**config.mk**
```make
export PLATFORM = sky130hd
export DESIGN_NAME = serout_dbuf
export DESIGN_NICKNAME = d
export VERILOG_FILES = /design/src/rtl/serout_pkg.sv /design/src/rtl/serout_buf_bank.sv /design/src/rtl/serout_drain.sv /design/src/rtl/serout_pins.sv /design/src/rtl/serout_dbuf.sv
export SDC_FILE = /design/constraint.sdc
export NUM_CORES = 1
export LEC_CHECK = 0
export BUFFER_PORTS_ARGS = -buffer_cell sky130_fd_sc_hd__buf_4
export CORE_MARGIN = 10
export CORE_UTILIZATION = 43
export CTS_CLUSTER_SIZE = 16
export DETAILED_ROUTE_END_ITERATION = 8
export PLACE_DENSITY = 0.61
export SYNTH_ARGS = -nofsm -noshare
export SYNTH_HDL_FRONTEND = slang
export SYNTH_HIERARCHICAL = 1
export SYNTH_SLANG_ARGS = --single-unit
```
**constraint.sdc**
```tcl
create_clock -name clk -period 2.1 [get_ports clk]
set_input_delay 0.105 -clock clk [delete_from_list [all_inputs] [get_ports clk]]
set_output_delay 0.105 -clock clk [all_outputs]
set_load 0.03 [all_outputs]
```
**src/rtl/serout_pkg.sv**
```systemverilog
package serout_pkg;
  localparam logic [1:0] MODE_SERIAL = 2'b01;

  function automatic logic is_serial(input logic [1:0] m);
    return m == MODE_SERIAL;
  endfunction
endpackage

```
**src/rtl/serout_buf_bank.sv**
```systemverilog
module serout_buf_bank #(
  parameter int BUF_W = 16,
  parameter int N_BUF = 2
) (
  input  logic                        clk,
  input  logic                        rst_n,
  input  logic [N_BUF-1:0]            load,
  input  logic [BUF_W-1:0]            fill,
  input  logic                        take,
  input  logic [$clog2(N_BUF)-1:0]    take_idx,
  output logic [N_BUF-1:0][BUF_W-1:0] data,
  output logic [N_BUF-1:0]            fresh
);
  localparam int IDX_W = $clog2(N_BUF);

  for (genvar k = 0; k < N_BUF; k++) begin : g_buf
    // a load in the same cycle as a take wins: the new content stays pending
    always_ff @(posedge clk) begin
      if (!rst_n) begin
        data[k]  <= '0;
        fresh[k] <= 1'b0;
      end else if (load[k]) begin
        data[k]  <= fill;
        fresh[k] <= 1'b1;
      end else if (take && take_idx == IDX_W'(k)) begin
        fresh[k] <= 1'b0;
      end
    end
  end
endmodule

```
**src/rtl/serout_drain.sv**
```systemverilog
module serout_drain #(
  parameter int BUF_W = 16
) (
  input  logic                  clk,
  input  logic                  rst_n,
  input  logic                  enable,
  input  logic                  sel,
  input  logic [1:0]            fresh,
  input  logic [1:0][BUF_W-1:0] bufs,
  output logic                  take,
  output logic                  take_idx,
  output logic                  step,
  output logic                  phase,
  output logic                  bit_val,
  output logic                  busy
);
  localparam int CNT_W = $clog2(BUF_W + 1);

  logic             ph_q;
  logic [CNT_W-1:0] cnt_q;
  logic [BUF_W-1:0] sr_q;
  logic             pick;
  logic             can_start;

  // prefer the selected buffer, fall back to the other one
  assign pick      = fresh[sel] ? sel : ~sel;
  assign can_start = ph_q && (cnt_q == '0) && enable && (fresh != 2'b00);

  always_ff @(posedge clk) begin
    if (!rst_n) begin
      ph_q  <= 1'b0;
      cnt_q <= '0;
      sr_q  <= '0;
    end else begin
      ph_q <= ~ph_q;
      if (can_start) begin
        sr_q  <= bufs[pick];
        cnt_q <= CNT_W'(BUF_W);
      end else if (ph_q && cnt_q != '0) begin
        sr_q  <= {1'b0, sr_q[BUF_W-1:1]};
        cnt_q <= cnt_q - CNT_W'(1);
      end
    end
  end

  assign take     = can_start;
  assign take_idx = pick;
  assign step     = ph_q;
  assign phase    = ph_q;
  assign bit_val  = (cnt_q != '0) && sr_q[0];
  assign busy     = cnt_q != '0;
endmodule

```
**src/rtl/serout_pins.sv**
```systemverilog
module serout_pins (
  input  logic clk,
  input  logic rst_n,
  input  logic serial_mode,
  input  logic step,
  input  logic phase,
  input  logic bit_val,
  output logic ser_data,
  output logic ser_clk
);
  always_ff @(posedge clk) begin
    if (!rst_n) begin
      ser_data <= 1'b0;
      ser_clk  <= 1'b0;
    end else begin
      ser_clk <= serial_mode & ~phase;
      if (!serial_mode)
        ser_data <= 1'b0;
      else if (step)
        ser_data <= bit_val;
    end
  end
endmodule

```
**src/rtl/serout_dbuf.sv**
```systemverilog
module serout_dbuf
  import serout_pkg::*;
#(
  parameter int WORD_W = 32,
  parameter int BUF_W  = 16
) (
  input  logic              clk,
  input  logic              rst_n,
  input  logic [1:0]        mode_i,
  input  logic              wr_en_i,
  input  logic [WORD_W-1:0] wr_data_i,
  input  logic              ld_buf0_i,
  input  logic              ld_buf1_i,
  input  logic              buf_sel_i,
  input  logic              shift_en_i,
  output logic [WORD_W-1:0] out_word_o,
  output logic              ser_data_o,
  output logic              ser_clk_o,
  output logic              busy_o
);
  logic [WORD_W-1:0]     word_q;
  logic [1:0][BUF_W-1:0] bufs;
  logic [1:0]            fresh;
  logic                  take, take_idx, step, phase, bit_val;

  always_ff @(posedge clk) begin
    if (!rst_n)       word_q <= '0;
    else if (wr_en_i) word_q <= wr_data_i;
  end
  assign out_word_o = word_q;

  serout_buf_bank #(.BUF_W(BUF_W), .N_BUF(2)) u_bank (
    .clk(clk), .rst_n(rst_n),
    .load({ld_buf1_i, ld_buf0_i}), .fill(word_q[BUF_W-1:0]),
    .take(take), .take_idx(take_idx),
    .data(bufs), .fresh(fresh)
  );

  serout_drain #(.BUF_W(BUF_W)) u_drain (
    .clk(clk), .rst_n(rst_n),
    .enable(shift_en_i), .sel(buf_sel_i),
    .fresh(fresh), .bufs(bufs),
    .take(take), .take_idx(take_idx),
    .step(step), .phase(phase), .bit_val(bit_val), .busy(busy_o)
  );

  serout_pins u_pins (
    .clk(clk), .rst_n(rst_n),
    .serial_mode(is_serial(mode_i)),
    .step(step), .phase(phase), .bit_val(bit_val),
    .ser_data(ser_data_o), .ser_clk(ser_clk_o)
  );
endmodule

```
==> flow_metrics.py <==
metrics = {
    "run_status": {
        "run_status": "completed",
    },
    "pwr": {
        "switchingPower_uw": 1270,
        "switching_share_pct": 29.9,
        "power_frac_clock_pct": 30.7,
        "ir_worst_vdd_mv": 0.484,
        "pwr-share-seq_pct": 44.3,
        "combPwrFrac_pct": 25.0,
        "power_uw": 4250,
        "p_leak_uw": 0.00207,
        "power_density_mw_per_mm2": 851,
        "intPower_uw": 2980,
    },
    "clock_tree": {
        "cts_max_path_buffers": 2,
        "cts_buffers": 9,
        "cts_root_buf": "clkbuf_8",
        "cts_setup_buffers": 0,
        "clk_pin_slew_worst_paths_ns": 0.09,
        "tritoncts": "yes",
        "clk_latency_ns": 0.35,
        "clock_sinks": 90,
        "htree_levels": 3,
    },
    "sta": {
        "rsz0062_at_grt": "false",
        "fin_ws_ns": 0.169,
        "min_period_over_period_pct": 91.9,
        "period_minus_slack_ns": 1.93,
        "tightest_slew_ns": 0.674,
        "hold_slack_ns": 0.0177,
        "setup_viol": 0,
        "final_max_slew_viol_count": 0,
        "max_freq_mhz": 518,
        "finClkSkew_ns": 0.00754,
        "slew_headroom_pct": 55.1,
        "setup-tns-final_ns": 0,
        "finalHoldViolCount": 0,
    },
    "layout": {
        "nFillCells": 798,
        "drive_above_1_share_pct": 21.9,
        "fin_nets": 539,
        "multiInputGateArea_mm2": 0.00188,
        "diodes": 0,
        "final_cell_mix": "90 x dfxtp_1, 85 x buf_4, 68 x nor2b_1",
        "synthToLayoutAreaGrowth_pct": 26.6,
        "layout_commonest_cell": "dfxtp_1",
        "fin_util_pct": 56.5,
        "seq_area_mm2": 0.00180,
    },
    "detailed_routing": {
        "wl_per_cell_um": 14.7,
        "dr.pass1.iters": 4,
        "routed_wl_mm": 8.94,
        "drc": 0,
        "drt-initial-drc-count": 161,
        "vias": 3064,
        "final_antenna_net_count": 0,
        "vias_per_cell": 5.02,
    },
    "place": {
        "dp.final_hpwl_mm": 6.12,
        "dp_slack_ns": 0.0642,
        "numPortBuffers": 75,
        "gp_congestion": 0.794,
    },
    "global_route": {
        "grt_pass1_vias": 3041,
        "grt_overflow_total": 0,
        "grt_pass1_wl_mm": 15.4,
        "antenna_found_initial": 0,
        "grt_max_degree": 56,
        "grt.total_usage_pct": 14.0,
    },
    "synth": {
        "syn_inst": 403,
        "ys_seq_area_share_pct": 45.7,
        "synth_nets": 445,
        "synth-seq-cells": 90,
        "yosysUniqueCellTypes": 32,
        "syn_area_mm2": 0.00395,
        "avgSynthCellArea_um2": 9.79,
        "ys_warn_count": 6,
    },
    "floorplanning": {
        "die_h_um": 116,
        "ios": 76,
        "die_width_um": 116,
        "die-area_mm2": 0.0134,
        "start_util_pct": 44.6,
        "core_area_mm2": 0.00885,
        "rows": 34,
    },
    "job": {
        "maxCapViolations": 0,
    },
    "worst_setup_path": {
        "crit_chain": "inv_1, ha_1, or4b_4, or2_4, buf_4, a21oi_1, o21a_1",
        "crit_path_end_kind": "flip-flop",
        "critPathMaxFanout": 10,
        "cpMaxStageDelayCell": "or4b_4",
        "critical_path_class": "reg -> reg",
        "arrival_ns": 2.23,
        "cp.required_ns": 2.40,
        "slowest_delay_ns": 0.52,
        "worstSetupStartpointType": "flip-flop",
    },
    "min_path": {
        "hold_path.class": "in -> reg",
    },
}
## repair_timing
action / CTS / global route
endpoints found under the setup margin: 0 / 10
hold buffers: 29 / 0
resized for setup: 0 / 1
hold endpoints to repair: 29 / 0
## cells in the mapped netlist, drive strengths merged
cell type	n	area, um^2
nand3	34	170
a21boi	1	7.51
clkbuf	15	56.3
xnor2	1	8.76
o211ai	1	7.51
nor3b	1	7.51
nor3	1	5.00
xor2	2	17.5
nand2b	2	12.5
mux2i	65	651
a21oi	16	110
a31oi	1	6.26
buf	17	198
nand2	19	71.3
or2	1	6.26
nor2	10	37.5
a211oi	1	7.51
ha	1	12.5
nor2b	68	425
inv	4	15.0
or4b	1	13.8
o21ai	33	165
o21a	16	120
dfxtp	90	1800
and2	2	12.5
## state kept, by name, summed over array words and instances (netlist names)
signal	cells
out_word_o	32
u_bank/data	32
u_drain/sr_q	16
u_drain/cnt_q	5
u_bank/fresh	2
u_drain/phase	1
u_pins/ser_clk	1
u_pins/ser_data	1
## cell families after synthesis
family	synth area share, %
AO/OA/AOI/OAI	10.7
XOR/XNOR	0.666
adder cells (fa/ha/maj)	0.317
buffers and inverters	6.82
flip-flops	45.7
multiplexers	16.5
AND/OR/NAND/NOR	19.3
## cell type report
cell class,count,share of cell area [%]
well taps,108,2.70
multi-input cells,277,37.6
inverters,4,0.300
clock buffers,12,2.90
clock inverters,4,1.48
flip-flops and latches,90,36.1
repair buffers,115,19.0
## through the flow
| step | std cells | instance area [um^2] |
|---|---|---|
| floorplan | 403 | 3950 |
| global placement | 565 | 4490 |
| detailed placement | 565 | 4490 |
| CTS | 610 | 4990 |
| global route | 610 | 5000 |
| finish | 610 | 5000 |
## power groups by stage
stage / clock, uW / sequential (uW) / combinational [uW]
detailed placement: 0 / 1920 / 1020
CTS: 1350 / 1890 / 1070
finish: 1310 / 1880 / 1060
global route: 1420 / 1900 / 1160
floorplan: 0 / 1980 / 644
global placement: 0 / 1920 / 1010
## worst paths after layout
| path | from | to | slack [ns] | cells past startpoint |
|---|---|---|---|---|
| max reg2reg | u_drain/cnt_q[0]$_SDFFE_PP0P_ | u_drain/sr_q[14]$_SDFFE_PN0P_ | 0.17 | 7 |
| min | wr_data_i[23] | out_word_o[23]$_SDFFE_PN0P_ | 0.02 | 3 |
| min reg2reg | u_drain/cnt_q[4]$_SDFFE_PN0P_ | u_drain/cnt_q[4]$_SDFFE_PN0P_ | 0.47 | 2 |
| max | u_drain/cnt_q[0]$_SDFFE_PP0P_ | u_drain/sr_q[14]$_SDFFE_PN0P_ | 0.17 | 7 |
## worst max-delay path: cells and delay by family (launching register included)
kind / cells / cell delay (ns)
AND/OR/NAND/NOR: 2 / 0.86
buffers and inverters: 2 / 0.23
flip-flops: 1 / 0.34
adder cells (fa/ha/maj): 1 / 0.17
AO/OA/AOI/OAI: 2 / 0.27
## routing by layer
| layer | global-route usage (%) | part of all wire, % | vias up |
|---|---|---|---|
| met5 | 0 | 0 | - |
| met4 | 5.50 | 1.6 | 0 |
| met3 | 3.88 | 4.3 | 10 |
| met2 | 21.2 | 46 | 61 |
| met1 | 18.6 | 48 | 1442 |
| li1 | - | - | 1551 |
Note: power is estimated with default switching activity, not from simulation.
